===== src/rtl/devid_pkg.sv =====
package devid_pkg;
  localparam int BYTE_W       = 8;
  localparam int ID_NUM_BYTES = 3;
  localparam int ID_IDX_W     = $clog2(ID_NUM_BYTES);
  localparam int CNT_W        = $clog2(BYTE_W + 1);
  localparam logic [BYTE_W-1:0] ID_ADDR_WR = 8'hF8;
  localparam logic [BYTE_W-1:0] ID_ADDR_RD = 8'hF9;

  typedef enum logic [2:0] {
    S_IDLE,
    S_RX_ADDR,
    S_ACK_ADDR,
    S_RX_DEV,
    S_ACK_DEV,
    S_TX_BYTE,
    S_TX_ACKCHK
  } rspState_t;

  typedef struct packed {
    logic clrBits;
    logic clrIdx;
    logic loadTx;
    logic shiftTx;
    logic advIdx;
  } dpStrobe_t;
endpackage


===== src/rtl/devid_datapath.sv =====
module devid_datapath
  import devid_pkg::*;
#(
  parameter logic [BYTE_W-1:0] MFG_ID  = 8'h5A,
  parameter logic [BYTE_W-1:0] PART_ID = 8'hC3,
  parameter logic [BYTE_W-1:0] REV_ID  = 8'h01
) (
  input  logic              clk,
  input  logic              rstN,
  input  logic              sclIn,
  input  logic              sdaIn,
  input  dpStrobe_t         strb,
  output logic              sclRise,
  output logic              sclFall,
  output logic [BYTE_W-1:0] rxByte,
  output logic              byteDone,
  output logic              txBit
);
  localparam logic [ID_NUM_BYTES*BYTE_W-1:0] ID_RECORD = {MFG_ID, PART_ID, REV_ID};
  localparam logic [ID_IDX_W-1:0] LAST_IDX = ID_IDX_W'(ID_NUM_BYTES - 1);
  localparam logic [CNT_W-1:0]    FULL_CNT = CNT_W'(BYTE_W);

  logic                sclQ;
  logic [BYTE_W-1:0]   rxShift;
  logic [BYTE_W-1:0]   txShift;
  logic [CNT_W-1:0]    bitCnt;
  logic [ID_IDX_W-1:0] byteIdx;
  logic [ID_IDX_W-1:0] idxNext;
  logic [BYTE_W-1:0]   idTable [ID_NUM_BYTES];

  genvar g;
  generate
    for (g = 0; g < ID_NUM_BYTES; g++) begin : g_rom
      assign idTable[g] = ID_RECORD[(ID_NUM_BYTES-1-g)*BYTE_W +: BYTE_W];
    end
  endgenerate

  assign sclRise  = sclIn & ~sclQ;
  assign sclFall  = ~sclIn & sclQ;
  assign rxByte   = rxShift;
  assign byteDone = (bitCnt == FULL_CNT);
  assign txBit    = txShift[BYTE_W-1];

  always_comb begin
    idxNext = byteIdx;
    if (strb.clrIdx)      idxNext = '0;
    else if (strb.advIdx) idxNext = (byteIdx == LAST_IDX) ? '0 : byteIdx + 1'b1;
  end

  always_ff @(posedge clk) begin
    if (!rstN) begin
      sclQ    <= 1'b1;
      rxShift <= '0;
      txShift <= '1;
      bitCnt  <= '0;
      byteIdx <= '0;
    end else begin
      sclQ    <= sclIn;
      byteIdx <= idxNext;
      if (sclRise) rxShift <= {rxShift[BYTE_W-2:0], sdaIn};
      if (strb.clrBits)             bitCnt <= '0;
      else if (sclRise && !byteDone) bitCnt <= bitCnt + 1'b1;
      if (strb.loadTx)       txShift <= idTable[idxNext];
      else if (strb.shiftTx) txShift <= {txShift[BYTE_W-2:0], 1'b1};
    end
  end

  // after the last slot the record continues from the first
  p_idx_wrap_r6: assert property (@(posedge clk) disable iff (!rstN)
    (strb.advIdx && !strb.clrIdx && byteIdx == LAST_IDX) |=> (byteIdx == '0));

  // a start clears position in the record and the bit count
  p_start_rewind_r8: assert property (@(posedge clk) disable iff (!rstN)
    (strb.clrIdx && strb.clrBits) |=> (byteIdx == '0 && bitCnt == '0));
endmodule


===== src/rtl/devid_control.sv =====
module devid_control
  import devid_pkg::*;
(
  input  logic              clk,
  input  logic              rstN,
  input  logic              sdaIn,
  input  logic              startDet,
  input  logic              stopDet,
  input  logic [6:0]        ownAddr,
  input  logic              sclRise,
  input  logic              sclFall,
  input  logic [BYTE_W-1:0] rxByte,
  input  logic              byteDone,
  output dpStrobe_t         strb,
  output logic              ackDrive,
  output logic              txEnable
);
  rspState_t state, stateN;
  logic armed, armedN;
  logic isRead, isReadN;

  always_comb begin
    stateN  = state;
    armedN  = armed;
    isReadN = isRead;
    strb    = '0;
    if (stopDet) begin
      stateN = S_IDLE;
      armedN = 1'b0;
    end else if (startDet) begin
      stateN       = S_RX_ADDR;
      strb.clrBits = 1'b1;
      strb.clrIdx  = 1'b1;
    end else begin
      unique case (state)
        S_IDLE: ;
        S_RX_ADDR:
          if (sclFall && byteDone) begin
            armedN = 1'b0;
            if (rxByte == ID_ADDR_WR) begin
              stateN  = S_ACK_ADDR;
              isReadN = 1'b0;
            end else if (rxByte == ID_ADDR_RD && armed) begin
              stateN  = S_ACK_ADDR;
              isReadN = 1'b1;
            end else begin
              stateN = S_IDLE;
            end
          end
        S_ACK_ADDR:
          if (sclFall) begin
            strb.clrBits = 1'b1;
            if (isRead) begin
              stateN      = S_TX_BYTE;
              strb.loadTx = 1'b1;
            end else begin
              stateN = S_RX_DEV;
            end
          end
        S_RX_DEV:
          if (sclFall && byteDone) begin
            if (rxByte[BYTE_W-1:1] == ownAddr) begin
              stateN = S_ACK_DEV;
              armedN = 1'b1;
            end else begin
              stateN = S_IDLE;
            end
          end
        S_ACK_DEV:
          if (sclFall) stateN = S_IDLE;
        S_TX_BYTE:
          if (sclFall) begin
            if (byteDone) stateN = S_TX_ACKCHK;
            else          strb.shiftTx = 1'b1;
          end
        S_TX_ACKCHK:
          if (sclRise && sdaIn) begin
            stateN = S_IDLE;
          end else if (sclFall) begin
            stateN       = S_TX_BYTE;
            strb.loadTx  = 1'b1;
            strb.advIdx  = 1'b1;
            strb.clrBits = 1'b1;
          end
        default: stateN = S_IDLE;
      endcase
    end
  end

  always_ff @(posedge clk) begin
    if (!rstN) begin
      state  <= S_IDLE;
      armed  <= 1'b0;
      isRead <= 1'b0;
    end else begin
      state  <= stateN;
      armed  <= armedN;
      isRead <= isReadN;
    end
  end

  assign ackDrive = (state == S_ACK_ADDR) || (state == S_ACK_DEV);
  assign txEnable = (state == S_TX_BYTE);

  // a NACK on the ninth clock ends the transfer
  p_nack_ends_r7: assert property (@(posedge clk) disable iff (!rstN)
    (state == S_TX_ACKCHK && sclRise && sdaIn && !startDet && !stopDet) |=> (state == S_IDLE));

  // a STOP leaves the responder idle and disarmed
  p_stop_disarms_r10: assert property (@(posedge clk) disable iff (!rstN)
    stopDet |=> (state == S_IDLE && !armed));

  // data is only sent after a read was acknowledged while armed
  p_read_needs_arm_r4: assert property (@(posedge clk) disable iff (!rstN)
    (state == S_RX_ADDR && stateN == S_ACK_ADDR && isReadN) |-> armed);
endmodule


===== src/rtl/devid_responder.sv =====
module devid_responder
  import devid_pkg::*;
#(
  parameter logic [BYTE_W-1:0] MFG_ID  = 8'h5A,
  parameter logic [BYTE_W-1:0] PART_ID = 8'hC3,
  parameter logic [BYTE_W-1:0] REV_ID  = 8'h01
) (
  input  logic       clk,
  input  logic       rstN,
  input  logic       sclIn,
  input  logic       sdaIn,
  input  logic       startDet,
  input  logic       stopDet,
  input  logic [6:0] ownAddr,
  output logic       sdaPullDown
);
  dpStrobe_t         strb;
  logic              sclRise, sclFall, byteDone, txBit;
  logic              ackDrive, txEnable;
  logic [BYTE_W-1:0] rxByte;

  devid_datapath #(.MFG_ID(MFG_ID), .PART_ID(PART_ID), .REV_ID(REV_ID)) i_dp (
    .clk(clk), .rstN(rstN), .sclIn(sclIn), .sdaIn(sdaIn), .strb(strb),
    .sclRise(sclRise), .sclFall(sclFall), .rxByte(rxByte),
    .byteDone(byteDone), .txBit(txBit)
  );

  devid_control i_ctl (
    .clk(clk), .rstN(rstN), .sdaIn(sdaIn), .startDet(startDet), .stopDet(stopDet),
    .ownAddr(ownAddr), .sclRise(sclRise), .sclFall(sclFall), .rxByte(rxByte),
    .byteDone(byteDone), .strb(strb), .ackDrive(ackDrive), .txEnable(txEnable)
  );

  assign sdaPullDown = ackDrive | (txEnable & ~txBit);

  // SDA drive moves only while SCL is low
  p_sda_moves_scl_low_r11: assert property (@(posedge clk) disable iff (!rstN)
    (!$stable(sdaPullDown) && !$past(startDet) && !$past(stopDet)) |-> !sclIn);
endmodule


===== config.mk =====
export PLATFORM = sky130hd
export DESIGN_NAME = devid_responder
export DESIGN_NICKNAME = d
export VERILOG_FILES = /design/src/rtl/devid_pkg.sv /design/src/rtl/devid_datapath.sv /design/src/rtl/devid_control.sv /design/src/rtl/devid_responder.sv
export SDC_FILE = /design/constraint.sdc
export NUM_CORES = 1
export LEC_CHECK = 0
export ABC_AREA = 1
export BUFFER_PORTS_ARGS = -buffer_cell sky130_fd_sc_hd__buf_2
export CAP_MARGIN = 20
export CORE_ASPECT_RATIO = 2
export CORE_MARGIN = 3
export CORE_UTILIZATION = 58
export DETAILED_ROUTE_END_ITERATION = 12
export GPL_TIMING_DRIVEN = 0
export PLACE_DENSITY = 0.75
export SLEW_MARGIN = 20
export SYNTH_ARGS = -nofsm -noshare
export SYNTH_HDL_FRONTEND = slang
export SYNTH_SLANG_ARGS = --single-unit
export TNS_END_PERCENT = 5

===== constraint.sdc =====
create_clock -name clk -period 1.9 [get_ports clk]
set_input_delay 0.285 -clock clk [delete_from_list [all_inputs] [get_ports clk]]
set_output_delay 0.285 -clock clk [all_outputs]
set_load 0.005 [all_outputs]

==> out/results.txt, run 1 <==
Status - completed
Clock Sinks - 28
Comb power frac - 9.8%
Final #Nets - 281
Worst hold endpoint - i_dp.sclQ
CP Launch Point - i_ctl.state[2]
Max Cap Viol - 0
Reg2Reg Depth - 11
Measured slew at the worst slew-check pin - 0.538 ns
Top area cells in the synthesized netlist - dfxtp_1, nand2_1, inv_1, a21oi_1, inv_2
Post-synth design cell area - 0.00161 mm^2
Primary FF master, synth - dfxtp_1
Hold Crit Start - sclIn
Crit share post-route - 89.9%
Mean area per synthesized cell - 6.54 um^2
Required time of the critical path - 2.06 ns
Final min period - 1.71 ns
Leak - 0.000841 uW
RSZ-0062 raised after global routing - no
Layout Skew - 0.00649 ns
Setup Buffers After CTS - 0
ANT nets after route - 0
Hold WC Path Type - in -> reg
Gr usage total - 22.8%
Initial Util - 61.8%
Synth warn - 0
Power per cell area - 616 mW/mm^2
Via-to-Cell Ratio - 5.22
Die width - 43.2 um
Asr flop ratio synth - 0%
Initial antenna violation count - 0
IO buf count - 13
Design area - 0.00176 mm^2
CTS resizes - 0
Core region area - 0.00260 mm^2
Worst reg-to-reg setup slack - 0.19 ns
Top-count cell post-synth - nand2_1
Seq cells post-synth - 28
Mapped Cells - 246
Fillcell total - 265
DRT Pass-1 Iters - 4
Syn Nets - 263
Global-route wire length before repair - 6120 um
Sequential element share of the synthesized area - 34.8%
Largest net degree at the start of global routing - 16
Max-slew violation count - 0
Residual DRC - 0
Reg-to-Reg Start - i_ctl.state[2]
Library cells used by synthesis - 26
Worst rel slew slack - 64.1%
Critical register-to-register path endpoint - i_dp.txShift[0]
Top cell by count, worst path - inv_2
Later-pin clock latency in the skew report - 0.28 ns
Initial drt markers - 35
CTS buffer count - 3
Synth top cells by count - nand2_1, inv_1, dfxtp_1, a21oi_1
Setup TNS - 0 ns
Switching share of power - 24.4%
Worst vdd ir - 0.564 mV
Flop pwr share - 56.1%
Total grt overflow - 0
Area after DPL - 0.00171 mm^2
Die ar. - 0.00348 mm^2
Die H - 80.5 um
Psw - 265 uW
Rows - 26
Post-DP HPWL - 2710 um
Placer Congestion - 0.800
I/O pin cnt - 14
CP max stage cell - dfxtp_1
Worst Path Arrival - 1.87 ns
Synth-to-layout area growth - 9.64%
Int Power - 821 uW
WHS Path Cells - 3
Via count - 1,520
Final Setup Violations - 0
Critical Path Start Type - flop
CP Cell Sequence - buf_4, inv_2, nor2_4, nand2_2, inv_2, nor2_1, nor2_2, inv_2, ha_1, o22ai_1, nand2_1
Post-synth top area cell - dfxtp_1
EDFF count, synth - 0
Clock power share - 34.1%
Crit Path Class - reg -> reg
Worst-path fanout max - 8
Total Wirelength - 3360 um
Ant diodes - 0
Fmax - 586 MHz
H-tree depth - 1
Top-area cell type share of the netlist area - 34.8%
Avg WL per Cell - 11.6 um
Worst setup EP type - flop
Final Hold Fails - 0
Layout cell share with drive strength beyond 1 - 22.8%
Post-CTS Hold Buffers - 0
Root Buffer - clkbuf_8
Vias in the first global route - 1,583
CTS Buffer Depth - 2
Worst-path clk slew - 0.09 ns
CTS tree - yes
Largest stage delay, worst path - 0.32 ns
critical path: cells and delay by family (launching register included):
kind	cells	cell delay (ns)
AO/OA/AOI/OAI	1	0.17
AND/OR/NAND/NOR	5	0.44
adder cells (fa/ha/maj)	1	0.29
buffers and inverters	4	0.36
flip-flops	1	0.32
cell families after synthesis:
logic type | share of synthesized area, %
fa+ha+maj | 3.11
buf+inv | 11.7
compound gates | 15.8
simple gates | 34.0
xor+xnor | 0.544
flops | 34.8
cell type report:
type                            count  area, um^2  share of cell area (%)
Inverter                           46         173                    9.79
Clock buffer                        4        55.1                    3.12
Multi-Input combinational cell    169         860                    48.7
Sequential cell                    28         561                    31.8
Timing Repair Buffer               13        65.1                    3.69
Tap cell                           28        35.0                    1.99
Buffer                              3        16.3                   0.922
cells in the final DEF, fill, tap and decap left out, drive strengths merged:
master | netlist | routed
a21oi | 22 | 22
buf | 2 | 15
clkbuf | 1 | 5
dfxtp | 28 | 28
ha | 4 | 4
inv | 46 | 46
nand2 | 78 | 78
nand3 | 11 | 11
nand3b | 1 | 1
nand4 | 5 | 5
nor2 | 24 | 24
nor3b | 1 | 1
o211ai | 1 | 1
o21ai | 16 | 16
o22ai | 3 | 3
o31ai | 2 | 2
xnor2 | 1 | 1
power groups by stage:
stage / Clock [uW] / Sequential [uW] / Combinational, uW
floorplan: 0 / 620 / 71.8
global placement: 0 / 623 / 104
detailed placement: 0 / 623 / 107
CTS: 380 / 609 / 108
global route: 392 / 611 / 123
finish: 371 / 609 / 106
sequential cells by signal (all words and copies together) (netlist names):
name          cells
i_ctl.state       3
i_ctl.isRead      1
i_dp.txShift      8
i_dp.sclQ         1
i_dp.byteIdx      2
i_dp.bitCnt       4
i_dp.rxByte       8
i_ctl.armed       1
routing by layer:
metal  track usage, %  up-vias  share of wire (%)
li1                 -      807                  -
met1             21.1      678                 37
met2             44.4       23                 57
met3             2.91       12                2.3
met4             13.3        0                3.3
met5                0        -                  0
stage by stage:
| stage | hold slack [ns] | instances | util, % | worst slack, ns | power [uW] |
|---|---|---|---|---|---|
| after floorplan | 0.372 | 246 | - | 0.349 | 692 |
| after global placement | 0.454 | 287 | 65.7 | 0.101 | 727 |
| after detailed placement | 0.456 | 287 | 65.7 | 0.0773 | 730 |
| after CTS | 0.216 | 291 | 67.8 | 0.185 | 1100 |
| after global routing | 0.238 | 291 | 67.8 | 0.00764 | 1130 |
| final | 0.215 | 291 | 67.8 | 0.192 | 1090 |
worst max-delay path by stage:
| stage | cells past startpoint | to |
|---|---|---|
| after global routing | 12 | i_dp.txShift[3] |
| after floorplan | 10 | i_dp.txShift[0] |
| after detailed placement | 12 | i_dp.txShift[0] |
| final | 11 | i_dp.txShift[0] |
| after global placement | 14 | i_dp.txShift[4] |
| after CTS | 11 | i_dp.txShift[0] |
Power figures use the tool's default switching activity.
==> run 2: changes to the inputs <==
- ABC_AREA: 1 -> unset
- ABC_CLOCK_PERIOD_IN_PS: unset -> 1900
- CTS_CLUSTER_SIZE: unset -> 16
==> run 2 against run 1 <==
Effect of this change:
- the run now ends with negative setup slack left
- die area decreased by 1.8%
- sequential cell count did not move
- sequential share of layout area decreased by 1.7 points
- worst setup slack lost 0.20 ns
- first-iteration DRC count up 20%
- via count down 5.1%
- critical path depth down 5
- highest routed layer unchanged
==> out/results.txt, run 2 <==
Status - finished with violations
Failing checks - negative setup slack
WHS Path Cells - 2 (-1)
Top cell by count, worst path - a21bo_2
Critical Path Start Type - flop
Ant diodes - 0 (unchanged)
DRT Pass-1 Iters - 4 (unchanged)
Worst-path fanout max - 5 (-3)
Top-area cell type share of the netlist area - 35.6% (+0.72 points)
CTS buffer count - 3 (unchanged)
Placer Congestion - 0.854 (+6.6%)
Initial drt markers - 42 (+20%)
Library cells used by synthesis - 46 (+77%)
Via count - 1,442 (-5.1%)
Max-slew violation count - 0 (unchanged)
Measured slew at the worst slew-check pin - 0.450 ns (-0.0883 ns)
Worst-path clk slew - 0.09 ns (about the same)
Most common cell after layout, fill and taps aside - dfxtp_1
Vias in the first global route - 1,456 (-8.0%)
Mapped Cells - 187 (-24%)
Layout Skew - 0.00776 ns (+0.00127 ns)
Worst Path Arrival - 2.09 ns (+0.22 ns)
Final #Nets - 229 (-19%)
Gr usage total - 23.5% (+0.68 points)
Die H - 79.7 um (-0.94%)
I/O pin cnt - 14 (unchanged)
Critical register-to-register path endpoint - i_dp.txShift[0]
Total Wirelength - 3850 um (+14%)
Final setup margin - -0.00940 ns (-0.202 ns)
Met3 usage - 3.84% (+0.92 points)
Area after DPL - 0.00168 mm^2 (-1.5%)
Mean area per synthesized cell - 8.43 um^2 (+29%)
Asr flop ratio synth - 0% (unchanged)
Post-synth design cell area - 0.00158 mm^2 (-2.0%)
Global-route wire length before repair - 6150 um (+0.44%)
Hold WC Path Type - in -> reg
Worst reg-to-reg setup slack - -0.009 ns (-0.20 ns)
Core region area - 0.00257 mm^2 (-1.3%)
Worst vdd ir - 0.476 mV (-15%)
Total grt overflow - 0 (unchanged)
Synth-to-layout area growth - 18.6%
Seq cells post-synth - 28 (unchanged)
Reg2Reg Depth - 6 (-5)
Die ar. - 0.00342 mm^2 (-1.8%)
Fmax - 524 MHz (-11%)
Final Hold Fails - 0 (unchanged)
Post-CTS Hold Buffers - 0 (unchanged)
Crit path max-delay family - simple AND/OR/NAND/NOR gates
Initial antenna violation count - 0 (unchanged)
Design area - 0.00187 mm^2 (+6.0%)
Die width - 42.9 um (-0.88%)
Rows - 26 (unchanged)
Met1 GRT Util - 22.1% (+1.1 points)
Most frequent cells in the layout - dfxtp_1, nand2_1, buf_2, nand3_1, xor2_1
CP Cell Sequence - or4b_4, o31ai_2, a21bo_2, ha_4, nand2b_4, a21bo_2
H-tree depth - 1 (unchanged)
Post-synth top area cell - dfxtp_1
Hold Crit Start - sclIn
Required time of the critical path - 2.08 ns (+0.02 ns)
Final Setup Violations - 1 (+1)
RSZ-0062 raised after global routing - yes
Root Buffer - clkbuf_8
Later-pin clock latency in the skew report - 0.28 ns (about the same)
Reg-to-Reg Start - i_dp.sclQ
Met2 Usage GRT - 43.4% (-0.99 points)
Largest stage delay, worst path - 0.51 ns (+0.19 ns)
Most Used Layer, Global Route - met2
EDFF count, synth - 0 (unchanged)
Worst hold endpoint - i_dp.sclQ
Primary FF master, synth - dfxtp_1
Residual DRC - 0 (unchanged)
CTS Buffer Depth - 2 (unchanged)
Post-DP HPWL - 2840 um (+4.6%)
Layout cell share with drive strength beyond 1 - 25.7% (+2.9 points)
Syn Nets - 204 (-22%)
Crit path buf inv count - 0 (-4)
Top-count cell post-synth - dfxtp_1
Crit Path Class - reg -> reg
Max Cap Viol - 0 (unchanged)
PnR Total Power - 1010 uW (-7.4%)
Sequential element share of the synthesized area - 35.6% (+0.72 points)
CTS tree - yes
Clock Sinks - 28 (unchanged)
Top area cells in the synthesized netlist - dfxtp_1, nand2_1, xor2_1, a21boi_0, ha_1
Avg WL per Cell - 16.2 um (+40%)
CP max stage cell - or4b_4
Crit share post-route - 100% (+11 points)
Power per cell area - 538 mW/mm^2 (-13%)
Worst rel slew slack - 69.9% (+5.7 points)
Synth top cells by count - dfxtp_1, nand2_1, nand3_1, xor2_1, a21boi_0
Largest net degree at the start of global routing - 15 (-1)
Leak - 0.000719 uW (-14%)
ANT nets after route - 0 (unchanged)
Initial Util - 61.3% (-0.48 points)
Worst setup EP type - flop
Final min period - 1.91 ns (+0.202 ns)
IO buf count - 13 (unchanged)
Synth warn - 0 (unchanged)
Via-to-Cell Ratio - 6.06 (+16%)
## run 2: worst max-delay path by stage
| stage | slack, ns | start | cells after the start | to |
|---|---|---|---|---|
| after floorplan | 0.003 | i_ctl.state[1] | 9 | i_dp.txShift[0] |
| after global placement | -0.27 | startDet | 8 | i_dp.txShift[0] |
| after detailed placement | -0.36 | startDet | 8 | i_dp.txShift[0] |
| after CTS | -0.008 | i_dp.sclQ | 6 | i_dp.txShift[0] |
| after global routing | -0.06 | i_ctl.state[1] | 9 | i_dp.txShift[0] |
| final | -0.009 | i_dp.sclQ | 6 | i_dp.txShift[0] |
## run 2: cell type report
| cell class | instances | area [um^2] |
|---|---|---|
| Multi-Input combinational cell | 141 | 1010 |
| Fill cell | 212 | 701 |
| Sequential cell | 28 | 563 |
| Timing Repair Buffer | 21 | 138 |
| Buffer | 10 | 53.8 |
| Clock buffer | 3 | 41.3 |
| Tap cell | 28 | 35.0 |
| Inverter | 7 | 26.3 |
## run 2: cells by family (layout without fill, tap and decap cells)
family	Yosys count	count (layout)	share of synthesized area (%)
and+or+nand+nor	86	86	30.5
AOI/OAI and AO/OA	37	37	18.1
DFF	28	28	35.6
buffers and inverters	18	41	4.60
xor gates and xnor gates	11	11	6.11
adders and majority gates	4	4	3.17
muxes	3	3	1.98
## run 2: per-stage QoR
step / hold WS, ns / TNS (ns) / std cells / utilization (%) / setup WS (ns)
after global placement: 0.460 / -0.658 / 228 / 65.5 / -0.273
final: 0.303 / -0.00940 / 238 / 72.7 / -0.00940
after floorplan: 0.386 / 0 / 187 / - / 0.00303
after detailed placement: 0.476 / -1.07 / 228 / 65.5 / -0.357
after CTS: 0.305 / -0.00849 / 237 / 71.1 / -0.00849
after global routing: 0.318 / -0.112 / 238 / 72.7 / -0.0596
## run 2: layer usage
metal / share of wire, % / wire, um
met1: 36 / 1400
met2: 56 / 2140
met3: 3.2 / 124
met4: 4.7 / 179
met5: 0 / 0
## run 2: repair_timing
item	4_1_cts	5_1_grt
endpoints found under the hold margin	0	0
gates cloned	0	0
pin swaps	5	3
setup endpoints to repair	4	10
buffers inserted	6	2
resized for setup	14	7
## run 2: where the power goes
part	leakage (uW)	total (uW)	switching, uW	internal, uW
registers	0.000227	596	5.61	591
clock network	0.0000216	327	184	143
logic	0.000471	82.0	45.1	36.9
==> run 3: changes to the inputs <==
- CAP_MARGIN: 20 -> 30
- CORE_UTILIZATION: 58 -> 40
- PLACE_DENSITY: 0.75 -> 0.54
- SKIP_LAST_GASP: unset -> 1
==> run 3 against run 2 <==
Effect of this change:
- the run now ends clean
- sequential cell count did not move
- clock-buffer cell count stayed put
- highest routed layer unchanged
- combinational power fell by 4.0%
- sequential power about the same
- worst hold slack improved by 0.0016 ns
- utilization decreased by 23 points
- maximum frequency up 1.2%
- via count is 2.7% lower
- worst setup slack better by 0.022 ns
- clock skew fell by 0.0035 ns
==> out/results.txt, run 3 (synthesized netlist as in run 2, its figures left out) <==
Status - completed
Final hold slack - 0.304 ns (+0.00160 ns)
Vias in the first global route - 1,366 (-6.2%)
Largest stage delay, worst path - 0.50 ns (about the same)
Later-pin clock latency in the skew report - 0.28 ns (about the same)
Crit path max-delay family - simple AND/OR/NAND/NOR gates
Via-to-Cell Ratio - 5.48 (-9.5%)
Reg area - 566 um^2 (+0.44%)
Worst vdd ir - 0.536 mV (+12%)
Clock power share - 41.4% (+8.9 points)
Die H - 94.8 um (+19%)
Measured slew at the worst slew-check pin - 0.563 ns (+0.113 ns)
Total Wirelength - 3730 um (-3.2%)
I/O pin cnt - 14 (unchanged)
ANT nets after route - 0 (unchanged)
Worst-path fanout max - 4 (-1)
Switching share of power - 21.2% (-2.1 points)
Avg WL per Cell - 14.6 um (-10%)
Layout Skew - 0.00428 ns (-0.00348 ns)
IO buf count - 13 (unchanged)
Ant diodes - 0 (unchanged)
Global-route wire length before repair - 6190 um (+0.68%)
Placer Congestion - 0.835 (-2.2%)
Initial Util - 42.3% (-19 points)
Crit share post-route - 99.3% (-1.2 points)
Psw - 245 uW (+4.2%)
CTS Buffer Depth - 2 (unchanged)
Final min period - 1.89 ns (-0.0220 ns)
Gr usage total - 16.8% (-6.7 points)
Worst rel slew slack - 62.2% (-7.7 points)
Die ar. - 0.00478 mm^2 (+40%)
CP max stage cell - or4b_4
RSZ-0062 raised after global routing - yes
Most common cell after layout, fill and taps aside - nand2_1
Critical Path Start Type - flop
Leak - 0.000707 uW (-1.7%)
H-tree depth - 1 (unchanged)
Final Setup Violations - 0 (-1)
Int Power - 908 uW (+18%)
Final Hold Fails - 0 (unchanged)
Comb power frac - 6.8% (-1.4 points)
Dpl cells - 249 (+9.2%)
Max-slew violation count - 0 (unchanged)
Largest net degree at the start of global routing - 17 (+2)
Max Cap Viol - 0 (unchanged)
CP Cell Sequence - or4b_4, o31ai_2, a21bo_2, ha_1, nand2b_1, a21bo_2
Clock Sinks - 28 (unchanged)
Required time of the critical path - 2.09 ns (about the same)
DRT Pass-1 Iters - 4 (unchanged)
Core region area - 0.00372 mm^2 (+45%)
Initial drt markers - 22 (-48%)
Most frequent cells in the layout - nand2_1, dfxtp_1, buf_2, nand3_1, xor2_1
Synth-to-layout area growth - 18.0%
Post-route insts no fill - 256 (+7.6%)
Crit path buf inv count - 0 (unchanged)
Residual DRC - 0 (unchanged)
Worst-path clk slew - 0.10 ns (about the same)
Area of the multi-input gates - 982 um^2 (-3.0%)
Die width - 50.4 um (+18%)
Post-DP HPWL - 2840 um (+0.22%)
Fillcell total - 402 (+90%)
PnR Total Power - 1150 uW (+15%)
Rows - 31 (+19%)
Fmax - 530 MHz (+1.2%)
Top cell by count, worst path - a21bo_2
Total grt overflow - 0 (unchanged)
CTS buffer count - 3 (unchanged)
Worst Path Arrival - 2.07 ns (-0.02 ns)
Final #Nets - 225 (-1.7%)
Flop pwr share - 51.8% (-7.5 points)
Worst setup EP type - flop
CTS tree - yes
Hold WC Path Type - in -> reg
Root Buffer - clkbuf_8
Crit Path Class - reg -> reg
Initial antenna violation count - 0 (unchanged)
Via count - 1,403 (-2.7%)
Power per cell area - 620 mW/mm^2 (+15%)
Layout cell share with drive strength beyond 1 - 23.2% (-2.5 points)
run 3: cell count changes in the layout (fill, tap and decap cells not counted), moves of 2 or more:
| cell | change |
|---|---|
| buf_4 | -2 |
| clkbuf_2 | -2 |
| dfxtp_1 | -2 |
| dfxtp_2 | +2 |
run 3: power groups by stage:
stage                     Combinational, uW  Clock (uW)  Sequential (uW)
after floorplan                        44.2           0              607
after detailed placement               75.4           0              608
after global routing                   88.9         509              598
final                                  78.7         478              597
after global placement                 74.2           0              607
after CTS                              79.3         492              596
run 3: through the flow:
| stage | area, um^2 | TNS (ns) | util, % | worst slack, ns |
|---|---|---|---|---|
| final | 1860 | 0 | 50.0 | 0.0126 |
| after global routing | 1860 | -0.124 | 50.0 | -0.0259 |
| after CTS | 1850 | 0 | 49.6 | 0.00418 |
| after detailed placement | 1710 | -0.885 | 45.9 | -0.328 |
| after global placement | 1710 | -0.821 | 45.9 | -0.317 |
| after floorplan | 1580 | 0 | - | 0.00303 |
run 3: repair_timing:
item                       4_1_cts  5_1_grt
setup buffers                    5        0
pin swaps                        2        0
setup endpoints to repair        4        9
hold buffers                     0        0
cloned                           0        0
gates resized for setup         10        7
run 3: final cells by class:
class,instances,area share (%)
Multi-Input combinational cell,141,52.8
Sequential cell,28,30.4
Timing Repair Buffer,18,5.51
Tap cell,49,3.30
Buffer,9,2.76
Clock buffer,3,2.22
Clock inverter,1,1.61
Inverter,7,1.41
run 3: layer usage:
layer | vias to the layer above | track usage (%) | part of all wire [%]
li1 | 698 | - | -
met1 | 665 | 17.3 | 38
met2 | 31 | 33.3 | 56
met3 | 9 | 1.90 | 3.0
met4 | 0 | 6.29 | 2.6
met5 | - | 0 | 0
run 3: worst paths after layout:
check / from / cells after the start / to / slack, ns
worst max-delay path: i_dp.sclQ / 6 / i_dp.txShift[0] / 0.01
worst max register to register: i_dp.sclQ / 6 / i_dp.txShift[0] / 0.01
worst min-delay path: sclIn / 2 / i_dp.sclQ / 0.30
worst min register to register: i_dp.txShift[0] / 2 / i_dp.txShift[1] / 0.49
